--- src/rtl/mbs_pkg.sv ---
package mbs_pkg;
  typedef enum logic [1:0] {
    PH_IDLE = 2'd0,
    PH_T1   = 2'd1,
    PH_T2   = 2'd2,
    PH_T3   = 2'd3
  } phase_e;

  localparam logic [1:0] ST_IDLE = 2'b00;
  localparam logic [1:0] ST_RD   = 2'b10;
  localparam logic [1:0] ST_WR   = 2'b01;
endpackage

--- src/rtl/mbs_ctrl.sv ---
module mbs_ctrl
  import mbs_pkg::*;
#(
  parameter int ADDR_W = 16,
  parameter int DATA_W = 8
) (
  input  logic              clk_i,
  input  logic              rst_ni,
  input  logic              req_valid_i,
  input  logic [ADDR_W-1:0] req_addr_i,
  input  logic [DATA_W-1:0] req_wdata_i,
  input  logic              req_write_i,
  input  logic              req_io_i,
  input  logic [DATA_W-1:0] ad_i,
  output phase_e            phase_o,
  output logic [ADDR_W-1:0] addr_q_o,
  output logic [DATA_W-1:0] wdata_q_o,
  output logic              write_q_o,
  output logic              io_q_o,
  output logic [DATA_W-1:0] rdata_o,
  output logic              done_o,
  output logic              ready_o
);
  phase_e phase_q;
  logic   accept;

  assign accept  = (phase_q == PH_IDLE) && req_valid_i;
  assign ready_o = (phase_q == PH_IDLE);
  assign phase_o = phase_q;

  always_ff @(posedge clk_i or negedge rst_ni) begin
    if (!rst_ni) begin
      phase_q <= PH_IDLE;
    end else begin
      unique case (phase_q)
        PH_IDLE: if (accept) phase_q <= PH_T1;
        PH_T1:   phase_q <= PH_T2;
        PH_T2:   phase_q <= PH_T3;
        default: phase_q <= PH_IDLE;
      endcase
    end
  end

  // request fields frozen for the whole transfer
  always_ff @(posedge clk_i or negedge rst_ni) begin
    if (!rst_ni) begin
      addr_q_o  <= '0;
      wdata_q_o <= '0;
      write_q_o <= 1'b0;
      io_q_o    <= 1'b0;
    end else if (accept) begin
      addr_q_o  <= req_addr_i;
      wdata_q_o <= req_wdata_i;
      write_q_o <= req_write_i;
      io_q_o    <= req_io_i;
    end
  end

  always_ff @(posedge clk_i or negedge rst_ni) begin
    if (!rst_ni) begin
      done_o  <= 1'b0;
      rdata_o <= '0;
    end else begin
      done_o <= (phase_q == PH_T3);
      if (phase_q == PH_T3 && !write_q_o) rdata_o <= ad_i;
    end
  end

  p_len_r1: assert property (@(posedge clk_i) disable iff (!rst_ni)
    (phase_q == PH_T1) |-> ##3 done_o);
  p_done_pulse_r8: assert property (@(posedge clk_i) disable iff (!rst_ni)
    done_o |=> !done_o);
  p_busy_hold_r9: assert property (@(posedge clk_i) disable iff (!rst_ni)
    (phase_q == PH_T2 || phase_q == PH_T3) |->
      $stable(addr_q_o) && $stable(write_q_o) && $stable(io_q_o));
endmodule

--- src/rtl/mbs_pins.sv ---
module mbs_pins
  import mbs_pkg::*;
#(
  parameter int ADDR_W = 16,
  parameter int DATA_W = 8
) (
  input  logic                     clk_i,
  input  logic                     rst_ni,
  input  phase_e                   phase_i,
  input  logic [ADDR_W-1:0]        addr_q_i,
  input  logic [DATA_W-1:0]        wdata_q_i,
  input  logic                     write_q_i,
  input  logic                     io_q_i,
  output logic                     ale_o,
  output logic                     io_sel_o,
  output logic [1:0]               stat_o,
  output logic                     rd_n_o,
  output logic                     wr_n_o,
  output logic [ADDR_W-DATA_W-1:0] addr_hi_o,
  output logic [DATA_W-1:0]        ad_o,
  output logic                     ad_oe_o
);
  logic active, data_ph;

  always_comb begin
    active    = (phase_i != PH_IDLE);
    data_ph   = (phase_i == PH_T2) || (phase_i == PH_T3);
    ale_o     = (phase_i == PH_T1);
    io_sel_o  = active && io_q_i;
    stat_o    = !active ? ST_IDLE : (write_q_i ? ST_WR : ST_RD);
    rd_n_o    = !(data_ph && !write_q_i);
    wr_n_o    = !(data_ph && write_q_i);
    addr_hi_o = active ? addr_q_i[ADDR_W-1:DATA_W] : '0;
    ad_oe_o   = ale_o || (data_ph && write_q_i);
    if (ale_o)                      ad_o = addr_q_i[DATA_W-1:0];
    else if (data_ph && write_q_i)  ad_o = wdata_q_i;
    else                            ad_o = '0;
  end

  p_one_strobe_r4: assert property (@(posedge clk_i) disable iff (!rst_ni)
    !(!rd_n_o && !wr_n_o));
  p_ale_quiet_r3: assert property (@(posedge clk_i) disable iff (!rst_ni)
    ale_o |-> (rd_n_o && wr_n_o && ad_oe_o));
  p_stat_legal_r5: assert property (@(posedge clk_i) disable iff (!rst_ni)
    (stat_o != 2'b11));
  p_io_stable_r2: assert property (@(posedge clk_i) disable iff (!rst_ni)
    (!ale_o && stat_o != ST_IDLE) |-> ($stable(io_sel_o) && $stable(addr_hi_o)));
  p_read_release_r7: assert property (@(posedge clk_i) disable iff (!rst_ni)
    !rd_n_o |-> !ad_oe_o);
endmodule

--- src/rtl/mux_bus_seq.sv ---
module mux_bus_seq
  import mbs_pkg::*;
#(
  parameter int ADDR_W = 16,
  parameter int DATA_W = 8
) (
  input  logic                     clk_i,
  input  logic                     rst_ni,
  input  logic                     req_valid_i,
  input  logic [ADDR_W-1:0]        req_addr_i,
  input  logic [DATA_W-1:0]        req_wdata_i,
  input  logic                     req_write_i,
  input  logic                     req_io_i,
  output logic                     req_ready_o,
  output logic                     ale_o,
  output logic                     io_sel_o,
  output logic [1:0]               stat_o,
  output logic                     rd_n_o,
  output logic                     wr_n_o,
  output logic [ADDR_W-DATA_W-1:0] addr_hi_o,
  output logic [DATA_W-1:0]        ad_o,
  output logic                     ad_oe_o,
  input  logic [DATA_W-1:0]        ad_i,
  output logic [DATA_W-1:0]        rdata_o,
  output logic                     done_o
);
  localparam int HI_W = ADDR_W - DATA_W;

  phase_e            phase;
  logic [ADDR_W-1:0] addr_q;
  logic [DATA_W-1:0] wdata_q;
  logic              write_q, io_q;

  mbs_ctrl #(.ADDR_W(ADDR_W), .DATA_W(DATA_W)) u_ctrl (
    .clk_i, .rst_ni, .req_valid_i, .req_addr_i, .req_wdata_i,
    .req_write_i, .req_io_i, .ad_i,
    .phase_o(phase), .addr_q_o(addr_q), .wdata_q_o(wdata_q),
    .write_q_o(write_q), .io_q_o(io_q), .rdata_o, .done_o,
    .ready_o(req_ready_o)
  );

  mbs_pins #(.ADDR_W(ADDR_W), .DATA_W(DATA_W)) u_pins (
    .clk_i, .rst_ni, .phase_i(phase), .addr_q_i(addr_q),
    .wdata_q_i(wdata_q), .write_q_i(write_q), .io_q_i(io_q),
    .ale_o, .io_sel_o, .stat_o, .rd_n_o, .wr_n_o,
    .addr_hi_o, .ad_o, .ad_oe_o
  );

  p_hi_width_r2: assert property (@(posedge clk_i) disable iff (!rst_ni)
    (HI_W > 0) && ($countones(stat_o) <= 1));
  p_ready_idle_r8: assert property (@(posedge clk_i) disable iff (!rst_ni)
    req_ready_o |-> (rd_n_o && wr_n_o && !ad_oe_o));
endmodule

--- config.mk ---
export PLATFORM = sky130hd
export DESIGN_NAME = mux_bus_seq
export DESIGN_NICKNAME = d
export VERILOG_FILES = /design/src/rtl/mbs_pkg.sv /design/src/rtl/mbs_ctrl.sv /design/src/rtl/mbs_pins.sv /design/src/rtl/mux_bus_seq.sv
export SDC_FILE = /design/constraint.sdc
export NUM_CORES = 1
export LEC_CHECK = 0
export BUFFER_PORTS_ARGS = -buffer_cell sky130_fd_sc_hd__buf_2
export CORE_UTILIZATION = 30
export CTS_CLUSTER_SIZE = 28
export DETAILED_ROUTE_END_ITERATION = 12
export SETUP_SLACK_MARGIN = 0.4
export SLEW_MARGIN = 25
export SYNTH_ARGS = -nofsm -noshare
export SYNTH_HDL_FRONTEND = slang
export SYNTH_SLANG_ARGS = --single-unit
--- constraint.sdc ---
create_clock -name clk_i -period 1.7 [get_ports clk_i]
set_input_delay 0.085 -clock clk_i [delete_from_list [all_inputs] [get_ports clk_i]]
set_output_delay 0.085 -clock clk_i [all_outputs]
set_load 0.05 [all_outputs]
==> out/qor.txt, run 1 <==
Cell depth of the worst hold path -> 2
Status -> finished clean
Initial antenna violation count -> 0
Wire per inst -> 13.9 microns
Worst slew pin tran -> 0.568 ns
Mux cell area share after synthesis -> 24.1%
Fin. max-slew vios -> 0
Compound-Gate Fraction of Synth Area -> 3.81%
Synth Area in Simple Gates -> 10.3%
Adder-cell share of the synthesized area -> 3.73%
Slew headroom -> 62.2%
Critical path's largest stage delay -> 0.46 ns
Hold Path Sink -> u_ctrl.addr_q_o[11]$_DFFE_PN0P_
Post-synthesis area per instance -> 13.1 sq um
P&R area growth vs syn -> 69.0%
Vias in the first global route -> 1,368
WS Path Type -> flip-flop to primary output
H-tree depth reported by CTS -> 2
Skew-Pair Late Insertion Delay -> 0.28 ns
Die area -> 0.00589 sq mm
Initial core utilization -> 32.0%
First-pass GRT wire length -> 6.55 mm
Worst setup EP type -> primary output
CTS buffer count -> 5
Max Buffers Root-to-Sink -> 2
Post-synthesis sequential area ratio -> 55.2%
CP max stage cell -> dfrtp_2
Clk sink count -> 37
RePlAce Congestion -> 0.698
Total Routed Length -> 3.99 mm
Post-route DRC -> 0
Cell mode on critical path -> o21ai_4
DRT Pass-1 Iters -> 4
Ports -> 70
Max-Cap Viols -> 0
Yosys reg bits -> 37
Share of cells above drive strength 1 -> 73.7%
GRT Util Overall -> 14.5%
Number of distinct library cells after synthesis -> 19
Setup violators final -> 0
Fillers -> 443
Post-layout min period -> 1.63 ns
Core area -> 0.00524 sq mm
FP Rows -> 26
Post-Synthesis Cells -> 128
Grt total ovfl -> 0
Highest Clock Rate -> 0.613 GHz
Root buffer cell -> clkbuf_8
Worst reg2reg path depth -> 4
DRT antenna net count -> 0
CP arrival -> 1.55 ns
Xor and xnor area share after synthesis -> 0%
Die Y-Extent -> 76.8 microns
TritonCTS clock tree -> yes
Buffers on Ports -> 69
Hold Crit Class -> primary input to flip-flop
Pin count of the biggest net entering global routing -> 26
Reg2reg start -> u_ctrl.phase_o[0]$_DFFE_PN0P_
Critical-path maximum fanout -> 9
WP buf/inv -> 3
Final setup skew -> 0.00322 ns
CP Data Required Time -> 1.62 ns
Net Count, Synth -> 170
Reg2reg setup slack -> 0.24 ns
RSZ-0062 raised after global routing -> true
Iter 0 DRT Violations -> 54
CP top delay family -> flip-flops
Final net count -> 259
Final hold violation count -> 0
Hold path startpoint -> req_addr_i[11]
Diode count -> 0
Chip Width -> 76.8 microns
Worst Setup Start Kind -> flip-flop
Post-synthesis cell area -> 0.00168 sq mm
Vias per cell -> 4.49
Setup TNS -> 0 ns
Synth warn -> 0
Worst-path cell chain -> inv_4, ha_4, o21ai_4, buf_12, o21ai_4, buf_8
Vias -> 1,288
Reg2reg end -> u_ctrl.rdata_o[0]$_DFFE_PN0P_
Dpl hpwl -> 2.66 mm
Largest family of logic cells by synthesized area -> multiplexers
Tcrit/Tclk final -> 96.0%
Clock Pin Slew Worst Setup and Hold Paths -> 0.07 ns
==> Yosys cell counts <==
| cell | n | share of area [%] |
|---|---|---|
| mux2i_1 | 1 | 0.60 |
| o21ai_0 | 9 | 2.7 |
| dfrtp_1 | 37 | 55 |
| o21ai_1 | 1 | 0.30 |
| clkbuf_1 | 2 | 0.45 |
| buf_2 | 1 | 0.30 |
| nand2_1 | 9 | 2.0 |
| nor2_1 | 1 | 0.22 |
| nor2b_1 | 10 | 3.7 |
| ha_1 | 5 | 3.7 |
| mux2_2 | 35 | 24 |
| or2b_1 | 1 | 0.45 |
| nand2_2 | 1 | 0.37 |
| o22ai_1 | 1 | 0.37 |
| o21bai_1 | 1 | 0.45 |
| clkbuf_8 | 2 | 1.6 |
| nand2b_1 | 8 | 3.0 |
| inv_1 | 2 | 0.45 |
| and2b_2 | 1 | 0.52 |
==> kinds of logic after synthesis <==
kind of cell,Yosys count
buffers and inverters,7
multiplexers,36
adder cells (fa/ha/maj),5
AND/OR/NAND/NOR,31
flip-flops,37
AO/OA/AOI/OAI,12
==> metal layers <==
layer	vias up	global-route usage (%)	wire, microns	part of all wire (%)
li1	614	-	-	-
met1	633	17.3	1680	42
met2	35	24.4	2070	52
met3	6	4.29	184	4.6
met4	0	5.77	58	1.5
met5	-	0	0	0
==> how the worst max path moves through the flow <==
stage               slack, ns  cells after the start       to                     startpoint
global route            0.002                      5  ad_o[7]  u_ctrl.phase_o[1]$_DFFE_PN0P_
detailed placement       0.15                      5  ad_o[7]  u_ctrl.phase_o[1]$_DFFE_PN0P_
floorplan                0.07                      4  ad_o[0]  u_ctrl.phase_o[0]$_DFFE_PN0P_
CTS                      0.05                      6  ad_o[5]  u_ctrl.phase_o[0]$_DFFE_PN0P_
global placement         0.15                      5  ad_o[7]  u_ctrl.phase_o[1]$_DFFE_PN0P_
finish                   0.07                      6  ad_o[7]  u_ctrl.phase_o[0]$_DFFE_PN0P_
==> layout by cell type (no fill, tap or decap) <==
cell type	instances
clkbuf_8	6
nor2b_1	1
buf_8	5
buf_12	5
buf_2	45
o22ai_1	1
nor2b_4	9
dfrtp_1	35
ha_1	1
o21ai_2	1
inv_4	2
buf_4	7
dlygate4sd3_1	1
mux2_2	35
dfrtp_2	2
clkbuf_1	1
or2b_1	1
ha_4	3
nand2b_1	5
nor2_4	1
buf_6	21
mux2i_1	1
ha_2	1
nand2_8	4
and2b_2	1
nand2_1	9
o21bai_1	1
o21ai_4	9
nand2b_4	3
==> layout make-up <==
class | instances | area, sq um | area share [%]
flip-flops and latches | 37 | 928 | 32.8
well taps | 70 | 87.6 | 3.09
multi-input cells | 87 | 1020 | 36.0
repair buffers | 84 | 699 | 24.7
clock buffers | 7 | 86.3 | 3.05
inverters | 2 | 12.5 | 0.442
==> timing repair <==
item	CTS	global route
pin swaps	3	3
setup buffers	2	7
endpoints found under the hold margin	24	0
gates cloned	2	1
hold buffers	1	0
endpoints found under the setup margin	60	60
gates resized for setup	59	17
==> flip-flops by register name (all words and copies together), names as in the netlist <==
signal,cells
u_ctrl.addr_q_o,16
u_ctrl.done_o,1
u_ctrl.io_q_o,1
u_ctrl.phase_o,2
u_ctrl.rdata_o,8
u_ctrl.wdata_q_o,8
u_ctrl.write_q_o,1
==> per-stage QoR <==
| step | hold slack, ns | util (%) | instances | setup slack (ns) | instance area [sq um] |
|---|---|---|---|---|---|
| floorplan | -0.211 | - | 128 | 0.0732 | 1910 |
| global placement | 0.112 | 44.5 | 267 | 0.149 | 2330 |
| detailed placement | 0.110 | 44.5 | 267 | 0.148 | 2330 |
| CTS | 0.0207 | 51.1 | 279 | 0.0509 | 2680 |
| global route | 0.0244 | 54.1 | 287 | 0.00199 | 2830 |
| finish | 0.0288 | 54.1 | 287 | 0.0677 | 2830 |
Power of run 1 is left out: the tool's default activity adds up to more than one toggle a clock period on the data nets, which glitch-free logic cannot reach.
==> inputs of run 2 (changes only) <==
--- a/config.mk
+++ b/config.mk
@@ -6,6 +6,8 @@
 export NUM_CORES = 1
 export LEC_CHECK = 0
 export BUFFER_PORTS_ARGS = -buffer_cell sky130_fd_sc_hd__buf_2
+export CAP_MARGIN = 5
+export CORE_ASPECT_RATIO = 0.75
 export CORE_UTILIZATION = 30
 export CTS_CLUSTER_SIZE = 28
 export DETAILED_ROUTE_END_ITERATION = 12
==> out/qor.txt, run 2 (synthesis results as in run 1) <==
Register name with the most flops -> u_ctrl.addr_q_o
Critical path's largest stage delay -> 0.46 ns (about the same)
Worst reg2reg path depth -> 5 (+1)
Reg2reg start -> u_ctrl.phase_o[0]$_DFFE_PN0P_
Wire per inst -> 14.2 microns (+2.0%)
Hold Crit Class -> primary input to flip-flop
Vias in the first global route -> 1,262 (-7.7%)
Final net count -> 260 (+0.39%)
Clk sink count -> 37 (unchanged)
Worst setup EP type -> primary output
Grt total ovfl -> 0 (unchanged)
Setup TNS -> 0 ns (unchanged)
Pin count of the biggest net entering global routing -> 19 (-27%)
Final setup skew -> 0.00501 ns (+0.00179 ns)
Reg2reg end -> u_ctrl.phase_o[1]$_DFFE_PN0P_
Initial antenna violation count -> 0 (unchanged)
Worst Setup Start Kind -> flip-flop
FP Rows -> 23 (-12%)
Most common cell after layout, fill and taps aside -> buf_2
Post-layout min period -> 1.64 ns (+0.00501 ns)
H-tree depth reported by CTS -> 2 (unchanged)
Critical-path maximum fanout -> 9 (unchanged)
Hold Path Sink -> u_ctrl.addr_q_o[8]$_DFFE_PN0P_
WP buf/inv -> 3 (unchanged)
RePlAce Congestion -> 0.718 (+2.9%)
Share of cells above drive strength 1 -> 73.1% (-0.67 points)
Die Y-Extent -> 66.7 microns (-13%)
Post-route DRC -> 0 (unchanged)
GRT Util Overall -> 14.6% (+0.043 points)
Clock Pin Slew Worst Setup and Hold Paths -> 0.07 ns (about the same)
Die area -> 0.00589 sq mm (about the same)
Placed insts -> 274 (+2.6%)
Fillers -> 469 (+5.9%)
Total Routed Length -> 4.17 mm (+4.5%)
CP Data Required Time -> 1.62 ns (about the same)
CP max stage cell -> dfrtp_2
Worst slew pin tran -> 0.413 ns (-0.155 ns)
Hold path startpoint -> req_addr_i[8]
Slew headroom -> 72.5% (+10 points)
Ports -> 70 (unchanged)
Reg2reg setup slack -> 0.10 ns (-0.14 ns)
Vias per cell -> 4.44 (-1.0%)
Chip Width -> 88.3 microns (+15%)
Cell mode on critical path -> o21ai_4
DRT antenna net count -> 0 (unchanged)
Buffers on Ports -> 69 (unchanged)
Core area -> 0.00535 sq mm (+2.2%)
Fin. max-slew vios -> 0 (unchanged)
DRT Pass-1 Iters -> 2 (-2)
Skew-Pair Late Insertion Delay -> 0.28 ns (about the same)
CTS buffer count -> 5 (unchanged)
TritonCTS clock tree -> yes
Vias -> 1,306 (+1.4%)
Diode count -> 0 (unchanged)
CP top delay family -> flip-flops
Dpl hpwl -> 2.67 mm (+0.30%)
Setup violators final -> 0 (unchanged)
Status -> finished clean
P&R area growth vs syn -> 77.9%
RSZ-0062 raised after global routing -> true
Root buffer cell -> clkbuf_8
CP arrival -> 1.55 ns (about the same)
Final hold violation count -> 0 (unchanged)
Worst-path cell chain -> inv_4, ha_4, o21ai_4, buf_12, o21ai_4, buf_6
Iter 0 DRT Violations -> 42 (-22%)
WS Path Type -> flip-flop to primary output
Largest register FFs -> 16 (unchanged)
Initial core utilization -> 31.3% (-0.69 points)
Max-Cap Viols -> 0 (unchanged)
First-pass GRT wire length -> 6.22 mm (-5.0%)
Highest Clock Rate -> 0.611 GHz (-0.31%)
Largest regs -> u_ctrl.addr_q_o: 16 flops, u_ctrl.rdata_o: 8 flops, u_ctrl.wdata_q_o: 8 flops
Final Non-Filler Cells -> 294 (+2.4%)
Tcrit/Tclk final -> 96.3% (+0.29 points)
Cell depth of the worst hold path -> 2 (unchanged)
Max Buffers Root-to-Sink -> 2 (unchanged)
Most frequent cells in the layout -> 45 x buf_2, 34 x dfrtp_1, 27 x mux2_4
[run 2: layout make-up]
type                       instances  area [sq um]  share of cell area [%]
sequential                        37           930                    31.2
clock inverter                     1          30.0                    1.01
inverter                           2          10.0                   0.336
clock buffer                       7          86.3                    2.89
multi-input combinational         87          1100                    36.9
timing repair buffer              85           732                    24.5
tap                               75          93.8                    3.15
[run 2: timing repair]
action                                  4_1_cts  5_1_grt
pin swaps                                     3        1
buffers inserted                              7        1
gates cloned                                  3        0
gates resized for setup                      68       43
hold endpoints to repair                     15        0
hold buffers                                  1        0
endpoints found under the setup margin       59       60
[run 2: stage by stage]
| step | setup WS [ns] | cell area [sq um] | utilization [%] | hold slack [ns] |
|---|---|---|---|---|
| finish | 0.0627 | 2980 | 55.7 | 0.0316 |
| global route | 0.000877 | 2980 | 55.7 | 0.0214 |
| CTS | 0.0529 | 2810 | 52.5 | 0.0208 |
| detailed placement | 0.184 | 2350 | 44.0 | 0.0435 |
| global placement | 0.192 | 2350 | 44.0 | 0.0388 |
| floorplan | 0.0732 | 1910 | - | -0.211 |
[run 2: how the worst max path moves through the flow]
| stage | from | end | slack, ns | depth (start not counted) |
|---|---|---|---|---|
| after floorplan | u_ctrl.phase_o[0]$_DFFE_PN0P_ | ad_o[0] | 0.07 | 4 |
| after global placement | u_ctrl.phase_o[1]$_DFFE_PN0P_ | ad_o[3] | 0.19 | 5 |
| after detailed placement | u_ctrl.phase_o[1]$_DFFE_PN0P_ | u_ctrl.wdata_q_o[4]$_DFFE_PN0P_ | 0.18 | 4 |
| after CTS | u_ctrl.phase_o[1]$_DFFE_PN0P_ | ad_o[4] | 0.05 | 6 |
| after global routing | u_ctrl.phase_o[1]$_DFFE_PN0P_ | ad_o[0] | 0.0009 | 6 |
| final | u_ctrl.phase_o[0]$_DFFE_PN0P_ | ad_o[2] | 0.06 | 6 |
[run 2: metal layers]
metal | share of wire, % | GRT usage (%) | routed length, microns | up-vias
li1 | - | - | - | 621
met1 | 46 | 19.6 | 1930 | 656
met2 | 49 | 22.5 | 2050 | 27
met3 | 3.9 | 4.09 | 162 | 2
met4 | 0.60 | 4.84 | 25 | 0
met5 | 0 | 0 | 0 | -
Power of run 2 is left out for the same reason.
==> inputs of run 3 (changes only) <==
--- a/config.mk
+++ b/config.mk
@@ -11,6 +11,7 @@
 export CORE_UTILIZATION = 30
 export CTS_CLUSTER_SIZE = 28
 export DETAILED_ROUTE_END_ITERATION = 12
+export REMOVE_ABC_BUFFERS = 1
 export SETUP_SLACK_MARGIN = 0.4
 export SLEW_MARGIN = 25
 export SYNTH_ARGS = -nofsm -noshare
==> out/qor.txt, run 3 (synthesis results as in run 1) <==
Buffers on Ports -> 69 (unchanged)
DRT antenna net count -> 0 (unchanged)
Wire per inst -> 15.4 microns (+8.5%)
Worst setup EP type -> primary output
Slew headroom -> 67.2% (-5.3 points)
Grt met2 use -> 27.0% (+4.5 points)
Core area -> 0.00535 sq mm (unchanged)
Largest register FFs -> 16 (unchanged)
Max Buffers Root-to-Sink -> 2 (unchanged)
DRT Pass-1 Iters -> 4 (+2)
H-tree depth reported by CTS -> 2 (unchanged)
Grt total ovfl -> 0 (unchanged)
Most frequent cells in the layout -> 45 x buf_2, 36 x dfrtp_1, 29 x mux2_4
Post-route DRC -> 0 (unchanged)
Critical-path maximum fanout -> 5 (-4)
CP max stage cell -> dfrtp_2
CTS buffer count -> 5 (unchanged)
Initial antenna violation count -> 0 (unchanged)
First-pass GRT wire length -> 7.09 mm (+14%)
GRT busiest layer -> met2
GRT Util Overall -> 16.5% (+1.9 points)
CP arrival -> 1.59 ns (+0.04 ns)
FP Rows -> 23 (unchanged)
Fin. max-slew vios -> 0 (unchanged)
Vias -> 1,398 (+7.0%)
Total Routed Length -> 4.74 mm (+14%)
Iter 0 DRT Violations -> 45 (+7.1%)
Post-layout min period -> 1.68 ns (+0.0425 ns)
Highest Clock Rate -> 0.595 GHz (-2.5%)
Initial core utilization -> 31.3% (unchanged)
Skew-Pair Late Insertion Delay -> 0.29 ns (about the same)
Tcrit/Tclk final -> 98.8% (+2.5 points)
Die Y-Extent -> 66.7 microns (unchanged)
Status -> finished clean
Setup violators final -> 0 (unchanged)
Share of cells above drive strength 1 -> 74.7% (+1.6 points)
Final hold violation count -> 0 (unchanged)
Vias per cell -> 4.54 (+2.2%)
Most common cell after layout, fill and taps aside -> buf_2
Clk sink count -> 37 (unchanged)
Hold Crit Class -> primary input to flip-flop
Largest regs -> u_ctrl.addr_q_o: 16 flops, u_ctrl.rdata_o: 8 flops, u_ctrl.wdata_q_o: 8 flops
Register name with the most flops -> u_ctrl.addr_q_o
TritonCTS clock tree -> yes
Root buffer cell -> clkbuf_8
Pin count of the biggest net entering global routing -> 38 (+19)
Die area -> 0.00589 sq mm (unchanged)
RePlAce Congestion -> 0.693 (-3.6%)
Chip Width -> 88.3 microns (unchanged)
P&R area growth vs syn -> 90.2%
Worst-path cell chain -> inv_4, ha_4, o21ai_4, buf_6, o21ai_2, buf_6
Max-Cap Viols -> 0 (unchanged)
Cell mode on critical path -> buf_6
Final net count -> 274 (+5.4%)
Ports -> 70 (unchanged)
WS Path Type -> flip-flop to primary output
Worst slew pin tran -> 0.492 ns (+0.0790 ns)
Worst Hold Slack -> 0.0166 ns (-0.0149 ns)
RSZ-0062 raised after global routing -> true
Final setup skew -> 0.0108 ns (+0.00580 ns)
Diode count -> 0 (unchanged)
GR met3 Demand/Resource -> 5.08% (+0.99 points)
Met1 Use GR -> 21.3% (+1.8 points)
Worst Setup Start Kind -> flip-flop
Clock Pin Slew Worst Setup and Hold Paths -> 0.08 ns (about the same)
CP Data Required Time -> 1.62 ns (about the same)
Fillers -> 421 (-10%)
Dpl hpwl -> 2.38 mm (-11%)
Critical path's largest stage delay -> 0.48 ns (+0.02 ns)
Vias in the first global route -> 1,393 (+10%)
[run 3: layer usage]
metal	wire (microns)	part of all wire [%]
met1	2110	44
met2	2420	51
met3	192	4.0
met4	20	0.42
met5	0	0
[run 3: path summary, 6_finish.rpt]
check                      slack [ns]                          start  cells past startpoint                              end
max                              0.02  u_ctrl.phase_o[0]$_DFFE_PN0P_                      6                          ad_o[7]
min                              0.02                        ad_i[3]                      2    u_ctrl.rdata_o[3]$_DFFE_PN0P_
max reg2reg                      0.06  u_ctrl.phase_o[0]$_DFFE_PN0P_                      7   u_ctrl.addr_q_o[0]$_DFFE_PN0P_
min reg2reg                      0.51  u_ctrl.rdata_o[0]$_DFFE_PN0P_                      1    u_ctrl.rdata_o[0]$_DFFE_PN0P_
max in group asynchronous        0.95                         rst_ni                      3    u_ctrl.phase_o[0]$_DFFE_PN0P_
min in group asynchronous        0.36                         rst_ni                      3  u_ctrl.addr_q_o[10]$_DFFE_PN0P_
[run 3: what timing repair did]
action,4_1_cts,5_1_grt
setup endpoints to repair,60,60
cloned,5,0
gates resized for setup,134,42
hold buffers,1,1
pin swaps,11,3
buffers inserted,11,8
hold endpoints to repair,37,1
[run 3: per-stage QoR]
stage | instances | TNS (ns) | setup slack (ns) | cell area, sq um | util [%]
CTS | 299 | 0 | 0.0307 | 2940 | 54.9
global route | 308 | -0.260 | -0.0429 | 3190 | 59.6
floorplan | 123 | -21.44 | -0.810 | 1640 | -
detailed placement | 274 | 0 | 0.135 | 2140 | 40.0
finish | 308 | 0 | 0.0202 | 3190 | 59.6
global placement | 274 | 0 | 0.185 | 2140 | 40.0
[run 3: layout make-up]
cell class | count | area [sq um] | share of cell area [%]
Tap cell | 75 | 93.8 | 2.94
Sequential cell | 37 | 927 | 29.1
Multi-Input combinational cell | 84 | 1050 | 32.8
Clock buffer | 5 | 68.8 | 2.16
Clock inverter | 3 | 43.8 | 1.37
Timing Repair Buffer | 102 | 998 | 31.3
Inverter | 2 | 10.0 | 0.314
[run 3: critical path, delay by kind of cell, from the launching register on]
family	cells	cell delay, ns
buffers and inverters	3	0.46
DFF	1	0.48
adders and majority gates	1	0.16
AOI/OAI and AO/OA	2	0.21
Power of run 3 is left out for the same reason.
